--- src/rtl/bsq_pkg.sv ---
package bsq_pkg;

   typedef enum logic [2:0] {
      ST_IDLE       = 3'd0,
      ST_RELAY      = 3'd1,
      ST_HOLD_SHORT = 3'd2,
      ST_HOLD_ARM   = 3'd3,
      ST_HOLD_DONE  = 3'd4,
      ST_LEARN      = 3'd5,
      ST_ABORT_WAIT = 3'd6
   } bsq_state_e;

   function automatic int bsq_max4(input int a, input int b, input int c, input int d);
      int m;
      m = a;
      if (b > m) m = b;
      if (c > m) m = c;
      if (d > m) m = d;
      return m;
   endfunction

endpackage

--- src/rtl/bsq_debounce.sv ---
module bsq_debounce #(
   parameter int SYNC_STAGES = 2,
   parameter int DEB_TICKS   = 20
) (
   input  logic clk,
   input  logic rst_n,
   input  logic tick,
   input  logic btn_raw,
   output logic press,
   output logic rel
);
   localparam int DW = (DEB_TICKS < 2) ? 1 : $clog2(DEB_TICKS);

   logic          btn_s;
   logic          level;
   logic [DW-1:0] dcnt;

   generate
      if (SYNC_STAGES < 1) begin : g_bad_sync
         $error("SYNC_STAGES must be at least 1");
      end
      if (DEB_TICKS < 1) begin : g_bad_deb
         $error("DEB_TICKS must be at least 1");
      end
      if (SYNC_STAGES == 1) begin : g_sync_one
         logic s_q;
         always_ff @(posedge clk or negedge rst_n) begin
            if (!rst_n) s_q <= 1'b0;
            else        s_q <= btn_raw;
         end
         assign btn_s = s_q;
      end else begin : g_sync_chain
         logic [SYNC_STAGES-1:0] s_q;
         always_ff @(posedge clk or negedge rst_n) begin
            if (!rst_n) s_q <= '0;
            else        s_q <= {s_q[SYNC_STAGES-2:0], btn_raw};
         end
         assign btn_s = s_q[SYNC_STAGES-1];
      end
   endgenerate

   always_ff @(posedge clk or negedge rst_n) begin
      if (!rst_n) begin
         level <= 1'b0;
         dcnt  <= '0;
         press <= 1'b0;
         rel   <= 1'b0;
      end else begin
         press <= 1'b0;
         rel   <= 1'b0;
         if (btn_s == level) begin
            dcnt <= '0;
         end else if (tick) begin
            if (dcnt == DW'(DEB_TICKS - 1)) begin
               level <= btn_s;
               press <= btn_s;
               rel   <= !btn_s;
               dcnt  <= '0;
            end else begin
               dcnt <= dcnt + 1'b1;
            end
         end
      end
   end

endmodule

--- src/rtl/bsq_tick_timer.sv ---
module bsq_tick_timer #(
   parameter int W = 8
) (
   input  logic         clk,
   input  logic         rst_n,
   input  logic         clr,
   input  logic         tick,
   input  logic [W-1:0] limit,
   output logic         hit
);
   logic [W-1:0] cnt;

   always_ff @(posedge clk or negedge rst_n) begin
      if (!rst_n)    cnt <= '0;
      else if (clr)  cnt <= '0;
      else if (tick) cnt <= cnt + 1'b1;
   end

   assign hit = tick && (cnt == limit - W'(1));

endmodule

--- src/rtl/bsq_button_seq.sv ---
module bsq_button_seq
   import bsq_pkg::*;
#(
   parameter int SYNC_STAGES      = 2,
   parameter int DEBOUNCE_MS      = 20,
   parameter int LEARN_HOLD_MS    = 2000,
   parameter int ERASE_HOLD_MS    = 6000,
   parameter int RELAY_MS         = 500,
   parameter int LEARN_TIMEOUT_MS = 30000
) (
   input  logic clk,
   input  logic rst_n,
   input  logic ms_tick,
   input  logic btn_in,
   input  logic rx_valid,
   input  logic lrn_code_ok,
   input  logic lrn_code_bad,
   output logic data_drive,
   output logic learn_start,
   output logic erase_all,
   output logic learn_abort
);
   localparam int MAXV = bsq_max4(LEARN_HOLD_MS, ERASE_HOLD_MS, RELAY_MS, LEARN_TIMEOUT_MS);
   localparam int CW   = $clog2(MAXV + 1);

   generate
      if (LEARN_HOLD_MS < 1 || ERASE_HOLD_MS < 1 || RELAY_MS < 1 || LEARN_TIMEOUT_MS < 1) begin : g_bad_dur
         $error("all durations must be at least one tick");
      end
   endgenerate

   bsq_state_e    state_q, state_d;
   logic          press, rel, hit, ok_seen_q;
   logic          start_d, erase_d, abort_d;
   logic [CW-1:0] limit;

   bsq_debounce #(.SYNC_STAGES(SYNC_STAGES), .DEB_TICKS(DEBOUNCE_MS)) u_deb (
      .clk(clk), .rst_n(rst_n), .tick(ms_tick), .btn_raw(btn_in),
      .press(press), .rel(rel)
   );

   always_comb begin
      case (state_q)
         ST_RELAY:      limit = CW'(RELAY_MS);
         ST_HOLD_SHORT: limit = CW'(LEARN_HOLD_MS);
         ST_HOLD_ARM:   limit = CW'(ERASE_HOLD_MS);
         ST_LEARN:      limit = CW'(LEARN_TIMEOUT_MS);
         default:       limit = '1;
      endcase
   end

   bsq_tick_timer #(.W(CW)) u_tmr (
      .clk(clk), .rst_n(rst_n), .clr(state_d != state_q), .tick(ms_tick),
      .limit(limit), .hit(hit)
   );

   always_comb begin
      state_d = state_q;
      start_d = 1'b0;
      erase_d = 1'b0;
      abort_d = 1'b0;
      case (state_q)
         ST_IDLE: begin
            if (press)         state_d = ST_HOLD_SHORT;
            else if (rx_valid) state_d = ST_RELAY;
         end
         ST_RELAY: begin
            if (press)    state_d = ST_HOLD_SHORT;
            else if (hit) state_d = ST_IDLE;
         end
         ST_HOLD_SHORT: begin
            if (rel)      state_d = ST_IDLE;
            else if (hit) state_d = ST_HOLD_ARM;
         end
         ST_HOLD_ARM: begin
            if (rel) begin
               state_d = ST_LEARN;
               start_d = 1'b1;
            end else if (hit) begin
               state_d = ST_HOLD_DONE;
               erase_d = 1'b1;
            end
         end
         ST_HOLD_DONE: begin
            if (rel) state_d = ST_IDLE;
         end
         ST_LEARN: begin
            if (press) begin
               state_d = ST_ABORT_WAIT;
               abort_d = 1'b1;
            end else if (lrn_code_bad) begin
               state_d = ST_IDLE;
               abort_d = 1'b1;
            end else if (lrn_code_ok && ok_seen_q) begin
               state_d = ST_IDLE;
            end else if (hit) begin
               state_d = ST_IDLE;
               abort_d = 1'b1;
            end
         end
         ST_ABORT_WAIT: begin
            if (rel) state_d = ST_IDLE;
         end
         default: state_d = ST_IDLE;
      endcase
   end

   always_ff @(posedge clk or negedge rst_n) begin
      if (!rst_n) begin
         state_q     <= ST_IDLE;
         ok_seen_q   <= 1'b0;
         learn_start <= 1'b0;
         erase_all   <= 1'b0;
         learn_abort <= 1'b0;
      end else begin
         state_q     <= state_d;
         learn_start <= start_d;
         erase_all   <= erase_d;
         learn_abort <= abort_d;
         if (state_q != ST_LEARN)  ok_seen_q <= 1'b0;
         else if (lrn_code_ok)     ok_seen_q <= 1'b1;
      end
   end

   assign data_drive = (state_q == ST_RELAY) || (state_q == ST_HOLD_SHORT) ||
                       (state_q == ST_ABORT_WAIT);

endmodule

--- config.mk ---
export PLATFORM = sky130hd
export DESIGN_NAME = bsq_button_seq
export DESIGN_NICKNAME = d
export VERILOG_FILES = /design/src/rtl/bsq_pkg.sv /design/src/rtl/bsq_debounce.sv /design/src/rtl/bsq_tick_timer.sv /design/src/rtl/bsq_button_seq.sv
export SDC_FILE = /design/constraint.sdc
export NUM_CORES = 1
export LEC_CHECK = 0
export BUFFER_PORTS_ARGS = -buffer_cell sky130_fd_sc_hd__buf_2
export CORE_ASPECT_RATIO = 2
export CORE_MARGIN = 2
export CORE_UTILIZATION = 40
export CTS_CLUSTER_SIZE = 30
export DETAILED_ROUTE_END_ITERATION = 7
export PLACE_DENSITY = 0.63
export SLEW_MARGIN = 5
export SYNTH_ARGS = -nofsm -noshare
export SYNTH_HDL_FRONTEND = slang
export SYNTH_SLANG_ARGS = --single-unit
--- constraint.sdc ---
create_clock -name clk -period 6.3 [get_ports clk]
set_clock_uncertainty 0.1 [all_clocks]
set_input_delay 1.26 -clock clk [delete_from_list [all_inputs] [get_ports clk]]
set_output_delay 1.26 -clock clk [all_outputs]
set_load 0.01 [all_outputs]
# After elaboration in Yosys (flattened, before gate mapping)

Cells that the tools add are included.

Register bits after elaboration: 32
Word-level logic and storage cells: 73
Output and inout bits: 4
Bits of input ports: 7

Muxes and demuxes: 36
Reduce and logical (&&, ||, !) cells: 11
Equality and inequality tests: 11
Bitwise logic cells: 1
Add/subtract/negate cells: 3

Operators with widths:

| operator              | number |
|---|---|
| $pmux 15 s4           | 1 |
| $mux 3                | 12 |
| $mux 15               | 2 |
| $pmux 3 s6            | 1 |
| $mux 1                | 17 |
| $add 15x1->15 const B | 1 |
| $eq 15x15->1          | 1 |
| $mux 5                | 3 |
| $sub 15x1->15 const B | 1 |
| $eq 3x3->1 const B    | 3 |
| $eq 3x2->1 const B    | 2 |
| $reduce_bool 2->1     | 3 |
| $add 5x1->5 const B   | 1 |
| $eq 5x5->1 const B    | 1 |
| $eq 3x1->1 const B    | 1 |
| $logic_not 3->1       | 1 |
| $ne 3x3->1            | 1 |
| $ne 3x3->1 const B    | 1 |
| $reduce_and 3->1      | 1 |
| $logic_and 1x1->1     | 2 |
| $logic_or 1x1->1      | 2 |
| $reduce_or 2->1       | 1 |
| $eq 1x1->1            | 1 |
| $logic_not 1->1       | 1 |
| $not 1->1             | 1 |

# Logic depth before layout (Yosys ltp)

Gate-level depths: netlist (run 1).

Depth in word-level cells: 12
Gate-level depth with buffers: 8
Mapped depth without buffers: 6

# Hierarchy

From an unflattened synthesis (run 1), not the netlist that was laid out.

Cell total of the unflattened synthesis: 242
Area total of the unflattened synthesis: 2,177.1 um2

Modules (own cells, without submodules):

| module         | times used | cells an instance | area each (um2) | seq. area each (um2) |
|---|---|---|---|---|
| bsq_tick_timer | 1          | 146               | 1,249.9         | 375.4 |
| bsq_button_seq | 1          | 61                | 483.0           | 175.2 |
| bsq_debounce   | 1          | 35                | 444.2           | 250.2 |

# Worst setup path before layout (run 1)

No wires, ideal clock.

Path kind: input -> register
From: input rx_valid
To: register u_tmr.cnt[3]
Setup slack: 3.572 ns
Library setup time: 0.119 ns
Arrival time: 2.509 ns
Data required time: 6.081 ns
Cell stages on the path: 5
Path buffers: 1
Cell sequence: or4b_2 -> a21boi_0 -> o22a_1 -> buf_2 -> and2_1

Cells in the longest elaborated chain, start to end: 5
Elaborated cells between the ends (all ways): 6
Classes of those cells: eq/ne: 1; mux: 4; reduce/logical: 1

Ends and longest elaborated chain:

| item                                         | RTL line             | source |
|---|---|---|
| start: declaration                           | bsq_button_seq.sv:15 | `input logic rx_valid,` |
| $mux 3 (*)                                   | bsq_button_seq.sv:65 | `else if (rx_valid) state_d = ST_RELAY;` |
| $mux 3 (*)                                   | bsq_button_seq.sv:64 | `if (press) state_d = ST_HOLD_SHORT;` |
| $pmux 3 s6 (*)                               | bsq_button_seq.sv:62 | `case (state_q)` |
| $ne 3x3->1 (*)                               | bsq_button_seq.sv:53 | `.clk(clk), .rst_n(rst_n), .clr(state_d != state_q), .tick(ms_tick),` |
| $mux 15 or $reduce_bool 2->1 (tied branches) | -                    |  |
| end signal: assignment                       | bsq_tick_timer.sv:16 | `else if (tick) cnt <= cnt + 1'b1;` |
| end: declaration                             | bsq_tick_timer.sv:11 | `logic [W-1:0] cnt;` |

Mark *: on every way between the ends. The rest lies on a longest branch, timed or not.
A chain may end at the register's enable or synchronous reset.

# Worst setup path after layout (run 1)

From: register state_q[0]
To: output data_drive

Cells in the longest elaborated chain, start to end: 3
Elaborated cells between the ends (all ways): 5
Classes of those cells: eq/ne: 3; reduce/logical: 2

Ends and longest elaborated chain:

| item                                     | RTL line              | source |
|---|---|---|
| start: declaration                       | bsq_button_seq.sv:32  | `bsq_state_e state_q, state_d;` |
| start signal: assignment                 | bsq_button_seq.sv:116 | `state_q <= state_d;` |
| $eq 3x1->1 or $eq 3x2->1 (tied branches) | bsq_button_seq.sv:125 | `assign data_drive = (state_q == ST_RELAY) \|\| (state_q == ST_HOLD_SHORT) \|\|` |
| $logic_or 1x1->1                         | bsq_button_seq.sv:125 |  |
| $logic_or 1x1->1 (*)                     | bsq_button_seq.sv:125 |  |
| end: declaration                         | bsq_button_seq.sv:18  | `output logic data_drive,` |

Marks and branches as above.

==> flow_summary.yaml, run 1 <==
status:
  status: "finished, final reports clean"
floorplan:
  io-pin-count: 11
  start_util_pct: 41.12
  die_w_um: 53.78
  rows: 36
  dieArea_um2: 5568
  core_um2: 4820
  die_h_um: 103.5
setup_path:
  path_delay_family: "flip-flops"
  cp-start-kind: "flip-flop"
  arrival_ns: 1.89
  worstReg2RegStart: "state_q[0]"
  r2r_cells: 5
  path_max_fanout: 25
  rrSetupSlack_ns: 3.23
  end_kind: "output port"
  r2r-end: "u_tmr.cnt[14]"
  crit_slowest_cell: "dfrtp_1"
  cpPeakStageDelay_ns: 0.80
  cp_num_buf_inv: 1
  path_class: "flip-flop to output port"
  crit_chain: "nor3b_1 > o21bai_1 > buf_2"
  cp_data_required_time_ns: 4.94
timing:
  min_period_ns: 3.250
  hold_viol: 0
  setup_viol: 0
  slew_headroom_pct: 44.65
  finalCritPeriodShare_pct: 51.59
  tightestPinTransition_ns: 0.8239
  max_clock_freq_mhz: 307.7
  drv_slew: 0
  fin_tns_setup_ns: 0
  rsz0062_at_grt: "false"
cts:
  ctsResizeCount: 0
  clkTransAtPathRegs_ns: 0.07
  cts_inserted_buffers: 5
  root_buffer: "clkbuf_8"
  clock_sinks: 32
  cts_tree: "done"
  post_cts_buffers: 0
  clk_latency_ns: 0.29
  clock_path_buffers: 2
  htreeDepth: 2
  hold_buffers: 0
hold_path:
  whs_endpoint: "u_deb.g_sync_chain.s_q[1]"
  holdPathStages: 0
  hp-class: "flip-flop to flip-flop"
  hold_start: "u_deb.g_sync_chain.s_q[0]"
pwr:
  ir_worst_vdd_uv: 138.2
  power.total_uw: 595.3
  powerDensity_nw_per_um2: 274.9
  leakage_nw: 0.9769
synth:
  synth_edf_count: 0
  synth_top_area_share_pct: 40.40
  ys.flop_type: "dfrtp_1"
  synth_area_um2: 1982
  yosys.cell_types.count: 56
  yosys-top-cells-area: "dfrtp_1 40%, nor2_1 4.0%, xor2_1 4.0%, a21oi_1 3.0%, nand2_1 3.0%"
  synth-seq-cells: 32
  synth_cells: 216
  yosysSeqAreaShare_pct: 40.40
  syn-num-nets: 225
  async_flop_share_pct: 100.0
  yosysTopAreaCell: "dfrtp_1"
  yosysWarnings: 0
  avgSynthCellArea_um2: 9.175
global_route:
  grt_pass1_vias: 1602
  grt_max_degree: 33
  grt_pass1_wl_um: 7672
  grt_remaining_overflow: 0
  grt.total_usage_pct: 19.08
  antenna_found_initial: 0
detailed_routing:
  route.detailed.drc: 0
  num_vias: 1644
  viasPerCell: 5.851
  drt_wl_total_um: 4657
  wl_per_cell_um: 16.57
  antenna_left: 0
  dr.pass1.iters: 4
  drtIter0Drc: 50
layout:
  mostFrequentLayoutCell: "dfrtp_1"
  num_antenna_cells: 0
  syn_to_final_growth_pct: 9.280
  fill_cells: 485
  nNetsFinal: 232
  layout-drive-gt1-share_pct: 11.61
  most-common-layout-cells: "32 x dfrtp_1, 21 x nor2_1, 16 x nand2_1"
placement:
  place_hpwl_um: 3389
  portBuffers: 10
  gp_congestion: 0.9216
run:
  drv_cap: 0
-- cell families (layout without fill, tap and decap cells) --
group	count (synthesis)	after routing	synth area share, %
AO/OA/AOI/OAI	45	45	16.42
XOR/XNOR	15	15	6.629
adder cells (fa/ha/maj)	2	2	1.262
buffers and inverters	15	23	3.409
flip-flops	32	32	40.40
multiplexers	5	5	2.588
AND/OR/NAND/NOR	102	102	29.29
-- Yosys cell counts, types with 3 or more instances --
master     instances
clkbuf_1           6
a21oi_1           12
and3_1             4
nor2b_1            4
buf_2              3
nand3_1            6
o2111ai_1          3
and2_1             5
nor2_1            21
inv_1              5
xor2_1             9
dfrtp_1           32
nand4_1            6
nor3_1            10
nand2b_1           4
mux2i_1            4
o21ai_0            6
nor3b_1            7
xnor2_1            6
nand2_1           16
o211a_1            3
-- worst max path at each step --
stage,from,endpoint,slack [ns],cells after the start
floorplan,rx_valid,u_tmr.cnt[3],3.57,5
global placement,ms_tick,u_tmr.cnt[14],3.21,5
detailed placement,ms_tick,u_tmr.cnt[14],3.16,5
CTS,state_q[0],data_drive,3.09,3
global route,state_q[0],u_tmr.cnt[14],2.95,5
finish,state_q[0],data_drive,3.05,3
-- where the power goes --
group          leakage [nW]  total, mW  internal, mW  switching (mW)
combinational         0.501      0.121        0.0623          0.0588
sequential            0.422      0.273         0.230          0.0429
clock                0.0541      0.202         0.117          0.0846
total                 0.977      0.595         0.409           0.186
-- worst register-to-register path, cell delays in order, from the launching register on --
cell	delay, ns
dfrtp_1	0.80
nor3b_1	0.48
mux2i_1	0.33
o2111ai_1	0.25
nor3_1	0.73
a221oi_1	0.21
-- per-stage QoR --
step	setup slack [ns]	cells	hold slack (ns)	cell area (µm²)	utilization, %
finish	3.050	281	0.2502	2166	44.94
global placement	3.211	273	0.2321	2054	42.63
CTS	3.093	281	0.2535	2166	44.94
global route	2.955	281	0.2712	2166	44.94
detailed placement	3.160	273	0.2358	2054	42.63
floorplan	3.572	216	0.2312	1982	-
-- cell type report --
class	count	area [µm²]	share of cell area (%)
clock inverter	3	42.54	1.964
sequential	32	800.8	36.97
multi-input combinational	169	1114	51.42
clock buffer	5	68.82	3.177
timing repair buffer	10	50.05	2.311
inverter	5	18.77	0.8666
tap	57	71.32	3.293
-- layer usage --
metal  global-route usage, %  up-vias  share of wire, %
li1                        -      804                 -
met1                   20.56      801                37
met2                   32.67       28                57
met3                   2.738       11               2.2
met4                   11.54        0               3.8
met5                       0        -                 0
-- flip-flops by register name (all words and copies together), names as in the netlist --
signal and flops:
u_deb.rel 1, u_deb.g_sync_chain.s_q 2, u_deb.dcnt 5, learn_abort 1, u_deb.press 1, ok_seen_q 1, learn_start 1, u_deb.level 1
erase_all 1, u_tmr.cnt 15, state_q 3
Note: power is estimated with default switching activity, not from simulation.
==> run 2, diff against run 1 <==
- ABC_AREA: not set -> 1
- PLACE_DENSITY: 0.63 -> 0.65
- clock period: 6.3 -> 2.71 ns (I/O delays scaled with it)
==> run 2 against run 1 <==
  * Global-route usage hardly changed
  * Sequential share of layout area is 1.3 points higher
  * Register-to-register slack worse by 3.0 ns
  * Utilization is 0.18 points higher
  * Flip-flop and latch count stayed put
  * Largest power group unchanged
==> flow_summary.yaml, run 2 <==
detailed_routing:
  drt_wl_total_um: 4357
  dr_wl_met2_um: 2505
  dr_wl_met3_um: 111
  wl_per_cell_um: 13.57
  top_layer: "met4"
  met1_length_um: 1539
  viasPerCell: 5.100
  dr.pass1.iters: 4
  num_vias: 1637
  route.detailed.drc: 0
  antenna_left: 0
  drtIter0Drc: 43
setup_path:
  path_max_fanout: 15
  arrival_ns: 2.55
  r2r_cells: 15
  cp-start-kind: "flip-flop"
  path_class: "flip-flop to flip-flop"
  cp_data_required_time_ns: 2.78
  end_kind: "flip-flop"
floorplan:
  io-pin-count: 11
  die_w_um: 53.25
  die_h_um: 102.5
  core_um2: 4642
  rows: 35
  start_util_pct: 41.81
  dieArea_um2: 5458
global_route:
  grt_pass1_vias: 1699
  grt_max_degree: 33
  antenna_found_initial: 0
  grt.total_usage_pct: 19.09
  grt_remaining_overflow: 0
  grt_pass1_wl_um: 7534
cts:
  clkTransAtPathRegs_ns: 0.07
  cts_tree: "done"
  clk_latency_ns: 0.29
  cts_inserted_buffers: 5
  root_buffer: "clkbuf_8"
  ctsResizeCount: 0
  post_cts_buffers: 0
  htreeDepth: 2
  clock_sinks: 32
  hold_buffers: 0
  clock_path_buffers: 2
timing:
  min_period_ns: 2.478
  tightestPinTransition_ns: 0.7114
  setup_viol: 0
  finalCritPeriodShare_pct: 91.44
  max_clock_freq_mhz: 403.5
  fin_ws_ns: 0.2319
  hold_viol: 0
  rsz0062_at_grt: "false"
  drv_slew: 0
  fin_tns_setup_ns: 0
  slew_headroom_pct: 52.57
layout:
  reg_top3: "u_tmr.cnt x15, u_deb.dcnt x5, state_q x3"
  most-common-layout-cells: "61 x nand2_1, 34 x inv_1, 32 x dfrtp_1"
  largest_register_ffs: 15
  layout-drive-gt1-share_pct: 15.79
  mostFrequentLayoutCell: "nand2_1"
  syn_to_final_growth_pct: 7.930
  num_antenna_cells: 0
  regMostFlops: "u_tmr.cnt"
  nNetsFinal: 275
  fill_cells: 526
hold_path:
  hp-class: "input port to asynchronous set/reset pin"
pwr:
  swShare_pct: 37.03
  powerDensity_nw_per_um2: 611.4
  leakage_nw: 1.013
  p_sw_uw: 474.3
  pwr-share-comb_pct: 27.9
  internal-power_uw: 806.3
  ir_worst_vdd_uv: 420.9
  power_frac_seq_pct: 44.4
  clockPowerShare_pct: 27.7
synth:
  yosysTopAreaCell: "dfrtp_1"
  synth_cells: 252
  ys.flop_type: "dfrtp_1"
  yosys-top-cells-area: "dfrtp_1 41%, nand2_1 12%, nand3_1 7.0%, inv_1 6.6%, nor2_1 5.4%"
  synth_most_common_cell: "nand2_1"
  avgSynthCellArea_um2: 7.701
  yosys-top-cells-count: "61 x nand2_1, 34 x inv_1, 32 x dfrtp_1"
  yosysWarnings: 0
  yosysSeqAreaShare_pct: 41.26
  async_flop_share_pct: 100.0
  synth-seq-cells: 32
  syn-num-nets: 261
  synth_top_area_share_pct: 41.26
  synth_area_um2: 1941
  yosys.cell_types.count: 25
  synth_edf_count: 0
placement:
  post-place-ws_ns: 0.2523
  portBuffers: 10
  place_hpwl_um: 3437
  gp_congestion: 0.9698
run:
  drv_cap: 0
status:
  status: "finished, final reports clean"
run 2: changes by cell type after synthesis, sizes merged, moves of 6 or more:
| cell | change |
|---|---|
| nand2 | +48 |
| inv | +32 |
| nand3 | +26 |
| nor2 | +19 |
| a21oi | -11 |
| nor3b | -7 |
| clkbuf | -6 |
run 2: stage by stage:
step	cells	utilization, %	total power, mW	hold slack [ns]	area, µm²
after floorplan	252	-	0.9077	0.1464	1941
after global placement	314	43.37	0.9313	0.2406	2013
after detailed placement	314	43.37	0.9404	0.2405	2013
after CTS	321	45.12	1.295	0.2406	2095
after global routing	321	45.12	1.356	0.2529	2095
final	321	45.12	1.281	0.1988	2095
run 2: power by group through the flow:
| stage | clock [mW] | sequential (mW) | combinational [mW] |
|---|---|---|---|
| final | 0.354 | 0.569 | 0.358 |
| after global placement | 0 | 0.575 | 0.356 |
| after CTS | 0.363 | 0.568 | 0.365 |
| after detailed placement | 0 | 0.577 | 0.364 |
| after floorplan | 0 | 0.545 | 0.362 |
| after global routing | 0.382 | 0.571 | 0.402 |
run 2: metal layers:
| metal | vias up | global-route usage (%) |
|---|---|---|
| met5 | - | 0 |
| met2 | 27 | 35.52 |
| met4 | 0 | 12.23 |
| li1 | 819 | - |
| met3 | 15 | 3.333 |
| met1 | 776 | 18.06 |
run 2: layout make-up:
class | instances | area, µm² | area share [%]
inverters | 37 | 138.9 | 6.631
flip-flops and latches | 32 | 800.8 | 38.23
clock buffers | 5 | 68.82 | 3.286
clock inverters | 2 | 12.51 | 0.5974
multi-input cells | 179 | 947.2 | 45.22
well taps | 55 | 68.82 | 3.286
repair buffers | 11 | 57.56 | 2.748
run 2: logic make-up (layout without fill, tap and decap cells):
| group | count (synthesis) | after routing | synth area share, % |
|---|---|---|---|
| xor gates and xnor gates | 14 | 14 | 6.319 |
| DFF | 32 | 32 | 41.26 |
| adders and majority gates | 2 | 2 | 1.289 |
| AOI/OAI and AO/OA | 13 | 13 | 3.740 |
| and+or+nand+nor | 149 | 149 | 36.94 |
| muxes | 1 | 1 | 0.5158 |
| buffers and inverters | 41 | 55 | 9.929 |
run 2: final timing paths:
kind | startpoint | endpoint | slack [ns]
worst max-delay path | state_q[0] | u_tmr.cnt[10] | 0.23
worst min-delay path | rst_n | u_tmr.cnt[5] | 0.20
worst max register to register | state_q[0] | u_tmr.cnt[10] | 0.23
worst min register to register | u_deb.g_sync_chain.s_q[0] | u_deb.g_sync_chain.s_q[1] | 0.25
max in group asynchronous | rst_n | u_tmr.cnt[13] | 1.85
min in group clk | u_deb.g_sync_chain.s_q[0] | u_deb.g_sync_chain.s_q[1] | 0.25
run 2: worst max-delay path, stage by stage, from the launching register on:
cell and delay [ns]:
dfrtp_1 0.58, inv_2 0.13, nor2_2 0.24, nand3_1 0.10, nand2_1 0.07, nand2_1 0.04, inv_1 0.05, nand2_1 0.05
nor2_2 0.19, nand2_2 0.12, nand2_1 0.10, nand3_1 0.07, nand2_1 0.12, inv_1 0.09, nand3_4 0.23, nor2_1 0.07
